File: config.mk
export PLATFORM = sky130hd
export DESIGN_NAME = evlog_ring_writer
export DESIGN_NICKNAME = d
export VERILOG_FILES = /design/src/rtl/evlog_pkg.sv /design/src/rtl/evlog_ptr.sv /design/src/rtl/evlog_fmt.sv /design/src/rtl/evlog_ctl.sv /design/src/rtl/evlog_ring_writer.sv
export SDC_FILE = /design/constraint.sdc
export NUM_CORES = 1
export LEC_CHECK = 0
export BUFFER_PORTS_ARGS = -buffer_cell sky130_fd_sc_hd__buf_4
export CORE_AREA = 5 5 138 140
export DETAILED_ROUTE_END_ITERATION = 7
export DIE_AREA = 0 0 143 145
export PLACE_DENSITY_LB_ADDON = 0.12
export SLEW_MARGIN = 0
export SYNTH_ARGS = -nofsm -noshare
export SYNTH_HDL_FRONTEND = slang
export SYNTH_HIERARCHICAL = 1
export SYNTH_SLANG_ARGS = --single-unit
File: constraint.sdc
create_clock -name clk -period 11.1 [get_ports clk]
set_input_delay 2.22 -clock clk [delete_from_list [all_inputs] [get_ports clk]]
set_output_delay 2.22 -clock clk [all_outputs]
set_load 0.02 [all_outputs]
File: src/rtl/evlog_pkg.sv
package evlog_pkg;

    localparam int ENTRY_W = 128;
    localparam int OFS_W   = 4;
    localparam int SRC_W   = 16;
    localparam int VA_W    = 64;
    localparam int KIND_W  = 3;

    typedef enum logic [KIND_W-1:0] {
        EVK_DEVENT_BAD  = 3'd0,
        EVK_PAGE_FAULT  = 3'd1,
        EVK_DEVTAB_HW   = 3'd2,
        EVK_PGTAB_HW    = 3'd3,
        EVK_REQ_BAD     = 3'd4,
        EVK_CMD_HW      = 3'd5,
        EVK_CMD_UNKNOWN = 3'd6,
        EVK_INVAL_TMO   = 3'd7
    } ev_kind_e;

    typedef struct packed {
        ev_kind_e             kind;
        logic [SRC_W-1:0]     src;
        logic [VA_W-1:0]      addr;
    } ev_rec_t;

    typedef enum logic {
        ST_IDLE  = 1'b0,
        ST_WRITE = 1'b1
    } wr_state_e;

    function automatic logic [ENTRY_W-1:0] pack_entry(input ev_rec_t r);
        logic [ENTRY_W-1:0] e;
        e        = '0;
        e[2:0]   = r.kind;
        e[31:16] = r.src;
        e[95:32] = r.addr;
        return e;
    endfunction

endpackage

File: src/rtl/evlog_ptr.sv
module evlog_ptr #(
    parameter int IDX_W = 15,
    localparam int LEN_W = IDX_W + 1
) (
    input  logic             clk,
    input  logic             rst,
    input  logic [LEN_W-1:0] cfg_len,
    input  logic             head_wr,
    input  logic [IDX_W-1:0] head_val,
    input  logic             adv,
    output logic [IDX_W-1:0] tail,
    output logic             full
);

    logic [IDX_W-1:0] tail_q;
    logic [IDX_W-1:0] head_q;
    logic [IDX_W-1:0] tail_nx;
    logic [LEN_W-1:0] tail_inc;

    always_comb begin
        tail_inc = {1'b0, tail_q} + LEN_W'(1);
        tail_nx  = (tail_inc >= cfg_len) ? '0 : tail_inc[IDX_W-1:0];
        full     = (tail_nx == head_q);
    end

    always_ff @(posedge clk) begin
        if (rst) begin
            tail_q <= '0;
            head_q <= '0;
        end else begin
            if (head_wr) head_q <= head_val;
            if (adv)     tail_q <= tail_nx;
        end
    end

    assign tail = tail_q;


    tail_in_range_chk: assert property (@(posedge clk) disable iff (rst)
        (cfg_len != '0) |-> ({1'b0, tail_q} < cfg_len));


    no_overrun_chk: assert property (@(posedge clk) disable iff (rst)
        adv |=> (tail_q != $past(head_q)));

endmodule

File: src/rtl/evlog_fmt.sv
module evlog_fmt
    import evlog_pkg::*;
#(
    parameter int MEM_AW = 48,
    parameter int IDX_W  = 15
) (
    input  logic               clk,
    input  logic               rst,
    input  logic               cap,
    input  logic [MEM_AW-1:0]  base,
    input  logic [IDX_W-1:0]   tail,
    input  ev_rec_t            rec,
    output logic [MEM_AW-1:0]  addr,
    output logic [ENTRY_W-1:0] data
);

    logic [MEM_AW-1:0] base_al;
    logic [MEM_AW-1:0] slot_ofs;

    always_comb begin
        base_al  = base & ~MEM_AW'((1 << OFS_W) - 1);
        slot_ofs = MEM_AW'(tail) << OFS_W;
    end

    always_ff @(posedge clk) begin
        if (rst) begin
            addr <= '0;
            data <= '0;
        end else if (cap) begin
            addr <= base_al + slot_ofs;
            data <= pack_entry(rec);
        end
    end


    entry_aligned_chk: assert property (@(posedge clk) disable iff (rst)
        $past(cap) |-> (addr[OFS_W-1:0] == '0));

endmodule

File: src/rtl/evlog_ctl.sv
module evlog_ctl
    import evlog_pkg::*;
(
    input  logic clk,
    input  logic rst,
    input  logic ev_valid,
    input  logic full,
    input  logic mem_ack,
    input  logic irq_en,
    output logic ev_ready,
    output logic cap,
    output logic adv,
    output logic mem_req,
    output logic irq,
    output logic ovf
);

    wr_state_e st_q;
    logic      take;
    logic      drop;
    logic      irq_q;
    logic      ovf_q;

    always_comb begin
        ev_ready = (st_q == ST_IDLE);
        take     = ev_valid && ev_ready;
        cap      = take && !full;
        drop     = take && full;
        mem_req  = (st_q == ST_WRITE);
        adv      = mem_req && mem_ack;
    end

    always_ff @(posedge clk) begin
        if (rst) begin
            st_q  <= ST_IDLE;
            irq_q <= 1'b0;
            ovf_q <= 1'b0;
        end else begin
            case (st_q)
                ST_IDLE:  if (cap) st_q <= ST_WRITE;
                ST_WRITE: if (mem_ack) st_q <= ST_IDLE;
                default:  st_q <= ST_IDLE;
            endcase
            irq_q <= adv && irq_en;
            if (drop) ovf_q <= 1'b1;
        end
    end

    assign irq = irq_q;
    assign ovf = ovf_q;


    req_hold_chk: assert property (@(posedge clk) disable iff (rst)
        (mem_req && !mem_ack) |=> mem_req);


    irq_after_ack_chk: assert property (@(posedge clk) disable iff (rst)
        irq_q |-> $past(mem_ack && mem_req));


    ovf_sticky_chk: assert property (@(posedge clk) disable iff (rst)
        ovf_q |=> ovf_q);


    drop_no_write_chk: assert property (@(posedge clk) disable iff (rst)
        drop |=> !mem_req);

endmodule

File: src/rtl/evlog_ring_writer.sv
module evlog_ring_writer
    import evlog_pkg::*;
#(
    parameter int MEM_AW = 48,
    parameter int IDX_W  = 15,
    localparam int LEN_W = IDX_W + 1
) (
    input  logic               clk,
    input  logic               rst,
    input  logic [MEM_AW-1:0]  cfg_base,
    input  logic [LEN_W-1:0]   cfg_len,
    input  logic               irq_en,
    input  logic               head_wr,
    input  logic [IDX_W-1:0]   head_val,
    input  logic               ev_valid,
    output logic               ev_ready,
    input  logic [2:0]         ev_type,
    input  logic [15:0]        ev_src,
    input  logic [63:0]        ev_addr,
    output logic               mem_req,
    output logic [MEM_AW-1:0]  mem_addr,
    output logic [127:0]       mem_data,
    input  logic               mem_ack,
    output logic [IDX_W-1:0]   tail_idx,
    output logic               irq,
    output logic               ovf
);

    ev_rec_t          rec;
    logic             full;
    logic             cap;
    logic             adv;
    logic [IDX_W-1:0] tail;

    always_comb begin
        rec.kind = ev_kind_e'(ev_type);
        rec.src  = ev_src;
        rec.addr = ev_addr;
    end

    evlog_ptr #(.IDX_W(IDX_W)) u_ptr (
        .clk      (clk),
        .rst      (rst),
        .cfg_len  (cfg_len),
        .head_wr  (head_wr),
        .head_val (head_val),
        .adv      (adv),
        .tail     (tail),
        .full     (full)
    );

    evlog_fmt #(.MEM_AW(MEM_AW), .IDX_W(IDX_W)) u_fmt (
        .clk  (clk),
        .rst  (rst),
        .cap  (cap),
        .base (cfg_base),
        .tail (tail),
        .rec  (rec),
        .addr (mem_addr),
        .data (mem_data)
    );

    evlog_ctl u_ctl (
        .clk      (clk),
        .rst      (rst),
        .ev_valid (ev_valid),
        .full     (full),
        .mem_ack  (mem_ack),
        .irq_en   (irq_en),
        .ev_ready (ev_ready),
        .cap      (cap),
        .adv      (adv),
        .mem_req  (mem_req),
        .irq      (irq),
        .ovf      (ovf)
    );

    assign tail_idx = tail;


    entry_stable_chk: assert property (@(posedge clk) disable iff (rst)
        (mem_req && !mem_ack) |=> ($stable(mem_addr) && $stable(mem_data)));


    busy_blocks_chk: assert property (@(posedge clk) disable iff (rst)
        (mem_req && !mem_ack) |=> !ev_ready);

endmodule

==> Yosys cells after proc, flatten, opt, wreduce, memory -nomap -nowiden <==
Cells that the tools add are included.
{ "totals": {"register_bits": 164, "input_bits": 168, "out_inout_bits": 195, "wordCells": 22} }
{ "classes": {"add_sub_neg": 2, "magnitude_cmp": 1, "n_eq_ne": 1, "muxes": 4, "bitwise": 1, "n_reduce_logical": 6} }
{ "ops": {"columns": ["cell", "count"], "rows": [
  ["adder 48 x 19 -> 48 bit", 1],
  ["adder 15 x 1 -> 16 bit (second input constant)", 1],
  [">= comparator 16 bit", 1],
  ["equality test 15 bit", 1],
  ["two-way mux 15 bit", 1],
  ["logical AND 1 bit", 5],
  ["two-way mux 1 bit", 2],
  ["case mux 1 bit (2 select lines)", 1],
  ["zero test 1 bit", 1],
  ["inverter 1 bit", 1]
]} }

==> Depth between registers and ports, before layout <==
{ "depth": {"word_depth": 8, "depth_mapped": 22, "ltp_nobuf": 19} }

==> By module <==
The synthesis kept the hierarchy.
{ "by_module_without_submodules": {"columns": ["module", "instances", "cells_per_inst", "area_each_um2", "seq_area_each_um2"], "rows": [
  ["evlog_fmt", 1, 697, 6303.5, 2542.4],
  ["evlog_ptr", 1, 280, 2247.2, 600.6],
  ["evlog_ctl", 1, 12, 123.9, 60.1]
]} }

==> Least setup slack after synthesis <==
OpenSTA, ideal clock, no wires.
{ "synth_timing": {"kind": "input port to flip-flop", "start": "input port cfg_len[0]", "end": "register u_fmt.data[66]", "setup_time_ns": 0.128, "arrival_ns": 5.549, "required_ns": 10.972, "setup_slack_ns": 5.424, "stages": 16, "n_path_buf": 5, "path_cell_list": "ha_1 -> nand2b_1 -> a2111o_1 -> a31oi_1 -> nand3_1 -> clkbuf_1 -> o21ai_0 -> a222oi_1 -> and4_1 -> nor3b_2 -> clkbuf_1 -> clkbuf_1 -> clkbuf_1 -> clkbuf_1 -> mux2i_1 -> nor2_1"} }
{ "synth_via": {"elab_chain_cells": 5} }
{ "synth_rtl": {"columns": ["element", "line_no", "text"], "rows": [
  ["start: declaration", "evlog_ring_writer.sv:11", "input logic [LEN_W-1:0] cfg_len,"],
  [">= comparator 16 bit", "evlog_ptr.sv:22", "tail_nx = (tail_inc >= cfg_len) ? '0 : tail_inc[IDX_W-1:0];"],
  ["two-way mux 15 bit", "evlog_ptr.sv:22", null],
  ["equality test 15 bit", "evlog_ptr.sv:23", "full = (tail_nx == head_q);"],
  ["via full", "evlog_ring_writer.sv:30", "logic full;"],
  ["zero test 1 bit", "evlog_ctl.sv:27", "cap = take && !full;"],
  ["logical AND 1 bit", "evlog_ctl.sv:27", null],
  ["via cap", "evlog_ring_writer.sv:31", "logic cap;"],
  ["end signal: assignment", "evlog_fmt.sv:31", "data <= pack_entry(rec);"],
  ["end: declaration", "evlog_fmt.sv:14", "output logic [ENTRY_W-1:0] data"]
]} }
The timed path passes the listed nets, and every way through them passes these cells.
A chain may end at the register's enable or synchronous reset.

==> Final worst setup path <==
{ "layout_timing": {"start": "input port cfg_len[0]", "end": "register u_fmt.addr[11]"} }
{ "layout_via": {"elab_chain_cells": 5} }
{ "layout_rtl": {"columns": ["element", "line_no", "text"], "rows": [
  [">= comparator 16 bit", "evlog_ptr.sv:22", null],
  ["two-way mux 15 bit", "evlog_ptr.sv:22", null],
  ["equality test 15 bit", "evlog_ptr.sv:23", null],
  ["via full", "evlog_ring_writer.sv:30", null],
  ["zero test 1 bit", "evlog_ctl.sv:27", null],
  ["logical AND 1 bit", "evlog_ctl.sv:27", null],
  ["via cap", "evlog_ring_writer.sv:31", null],
  ["end signal: assignment", "evlog_fmt.sv:30", "addr <= base_al + slot_ofs;"],
  ["end: declaration", "evlog_fmt.sv:13", "output logic [MEM_AW-1:0] addr,"]
]} }
The timed path passes the listed nets, and every way through them passes these cells.

==> flow_metrics.tcl <==
set metrics [dict create \
    status "finished clean" \
    maxCapViolations 0 \
    ys_warn_count 6 \
    clockBufferDepth 2 \
    area_growth_pct 33.0 \
    numCtsBuffers 17 \
    clock-sinks 160 \
    min_period_ps 6350 \
    synth_top_area_cell "dfxtp_1" \
    dieArea_sq_um 20700 \
    crit_chain "buf_4 -> ha_1 -> nand2b_1 -> a2111o_1 -> a31oi_1 -> nand3_1 -> o21ai_0 -> a222oi_1 -> and4_1 -> nor3b_4 -> buf_12 -> or4b_2 -> o311ai_0" \
    fin_skew_ps 19.5 \
    drtPass1Iterations 5 \
    ant_nets 0 \
    cts_tree "built" \
    finalMaxSlewViolations 0 \
    hpwlAfterDp_mm 19.3 \
    numPortBuffers 309 \
    synth_top_area_share_pct 36.9 \
    overflow 0 \
    crit_arrival_ps 6660 \
    path_clk_slew_ps 60 \
    post-cts-setup-buffer-count 0 \
    die_h_um 145 \
    synthCells 989 \
    routed_wirelength_mm 25.3 \
    period_share_pct 57.2 \
    cp_max_fo 170 \
    clkLatencyLatePin_ps 430 \
    setup_tns_ps 0 \
    core_sq_um 17700 \
    num_rows 49 \
    drive_above_1_share_pct 28.8 \
    io_pins 363 \
    postCtsHoldBufs 0 \
    finalPower_mw 1.51 \
    worstMarginPinSlew_ps 1120 \
    antenna_found_initial 0 \
    synth_seq_cells 160 \
    grt_pass1_wl_mm 39.6 \
    synth_area_leaders "dfxtp_1 37%, mux2i_1 13%, nor2_1 7.4%" \
    cp.required_ps 11410 \
    antenna_cells 0 \
    utilization_pct 65.1 \
    drt_iter0_drc 267 \
    synthFlopType "dfxtp_1" \
    synth_area_sq_um 8670 \
    vdd_drop_max_mv 0.111 \
    r2r-start "u_ptr/tail[0]$_SDFFE_PP0P_" \
    synthArstFlopShare_pct 0 \
    hold_class "flip-flop to flip-flop" \
    ys_seq_area_share_pct 36.9 \
    min-delay-start "u_ctl/ovf$_SDFFE_PP0P_" \
    viasPerCell 5.21 \
    ctsRootBufferMaster "clkbuf_16" \
    synth_edf_count 0 \
    wire_per_inst_um 16.7 \
    grt_max_degree 171 \
    rsz0062_at_grt "false" \
    vias 7882 \
    cts_resized 0 \
    start_kind "input pin" \
    gp_congestion 0.862 \
    floorplan.initialDensity_pct 49.0 \
    synth_cell_types 74 \
    fmax_ghz 0.157 \
    track_usage_pct 23.7 \
    pwr_density_cell_nw_per_um2 131 \
    cellLeakagePower_nw 5.35 \
    mostFrequentLayoutCell "buf_4" \
    setup_violations 0 \
    crit_slowest_cell "or4b_2" \
    htree_levels 4 \
    relSlewSlack_pct 25.3 \
    hold_viol_final 0 \
    grt_pass1_vias 7554 \
    avgSynthCellArea_sq_um 8.77 \
    cp-startpoint "cfg_len[0]" \
    end_kind "flip-flop" \
    drc 0 \
    final_nets 1471 \
    final_cell_mix "312 x buf_4, 170 x nor2_1, 160 x dfxtp_1" \
    cpPeakStageDelay_ps 630 \
    die_width_um 143 \
    crit_type "input pin to flip-flop" \
]
-- critical path, delay by kind of cell --
kind / cells / cell delay, ps
and+or+nand+nor: 5 / 1870
AOI/OAI and AO/OA: 5 / 1330
buffers and inverters: 2 / 680
adders and majority gates: 1 / 270
-- cell families (layout without fill, tap and decap cells) --
logic type                 Yosys count  count (layout)  share of synthesized area (%)
buffers and inverters              134             380                           8.06
AOI/OAI and AO/OA                  151             151                           11.8
adders and majority gates           33              33                           4.85
muxes                              109             109                           12.6
DFF                                160             160                           36.9
other                                1              49                         0.0432
xor gates and xnor gates            48              48                           5.50
and+or+nand+nor                    353             353                           20.3
-- Yosys cell counts (all sizes together) (4+ instances only) --
master	number
ha	32
nand3	23
nand4b	4
xnor2	33
and3	11
o311ai	5
xor2	12
nor2	170
nor4b	4
nor3	16
nor3b	5
a22oi	4
a211oi	20
o21ai	38
nor4	9
a21oi	39
nand3b	7
nand4	16
a2111oi	6
inv	34
clkbuf	44
dfxtp	160
a21o	9
buf	55
and2	6
or3	4
nand2	52
mux2i	109
a311oi	6
nand2b	8
-- final cells by class --
type / instances / area (sq um)
sequential: 160 / 3200
inverter: 35 / 131
clock buffer: 18 / 439
tap: 229 / 287
timing repair buffer: 313 / 2360
clock inverter: 14 / 151
fill: 1605 / 6180
multi-input combinational: 743 / 4970
-- registers in the layout, summed over array words and instances (netlist names) --
register and count:
u_ctl/mem_req 1, u_fmt/addr 44, u_ctl/ovf 1, u_ptr/head_q 15, u_fmt/data 83, u_ptr/tail 15
u_ctl/irq 1
-- final timing paths --
kind	endpoint	slack (ps)	cells past startpoint
min	u_ctl/ovf$_SDFFE_PP0P_	460	2
max reg2reg	u_fmt/addr[11]$_SDFFE_PP0P_	5140	16
min reg2reg	u_ctl/ovf$_SDFFE_PP0P_	460	2
max	u_fmt/addr[11]$_SDFFE_PP0P_	4750	13
-- per-stage QoR --
| stage | setup WS, ps | cells | hold WS (ps) | area [sq um] |
|---|---|---|---|---|
| after floorplan | 5420 | 1037 | 478 | 8850 |
| after global placement | 4500 | 1480 | 436 | 10900 |
| after detailed placement | 4440 | 1480 | 452 | 10900 |
| after CTS | 4890 | 1512 | 467 | 11500 |
| after global routing | 4580 | 1512 | 501 | 11500 |
| final | 4750 | 1512 | 464 | 11500 |
-- where the power goes --
group / internal, mW / switching, mW
Clock: 0.324 / 0.259
Sequential: 0.611 / 0.0225
Combinational: 0.135 / 0.161
Total: 1.07 / 0.442
-- metal layers --
metal	up-vias	track usage, %	wire length, um
li1	3934	-	-
met1	3652	27.7	10000
met2	265	39.6	12300
met3	31	9.18	2320
met4	0	7.46	647
met5	-	0	0
Note: power is estimated with default switching activity, not from simulation.
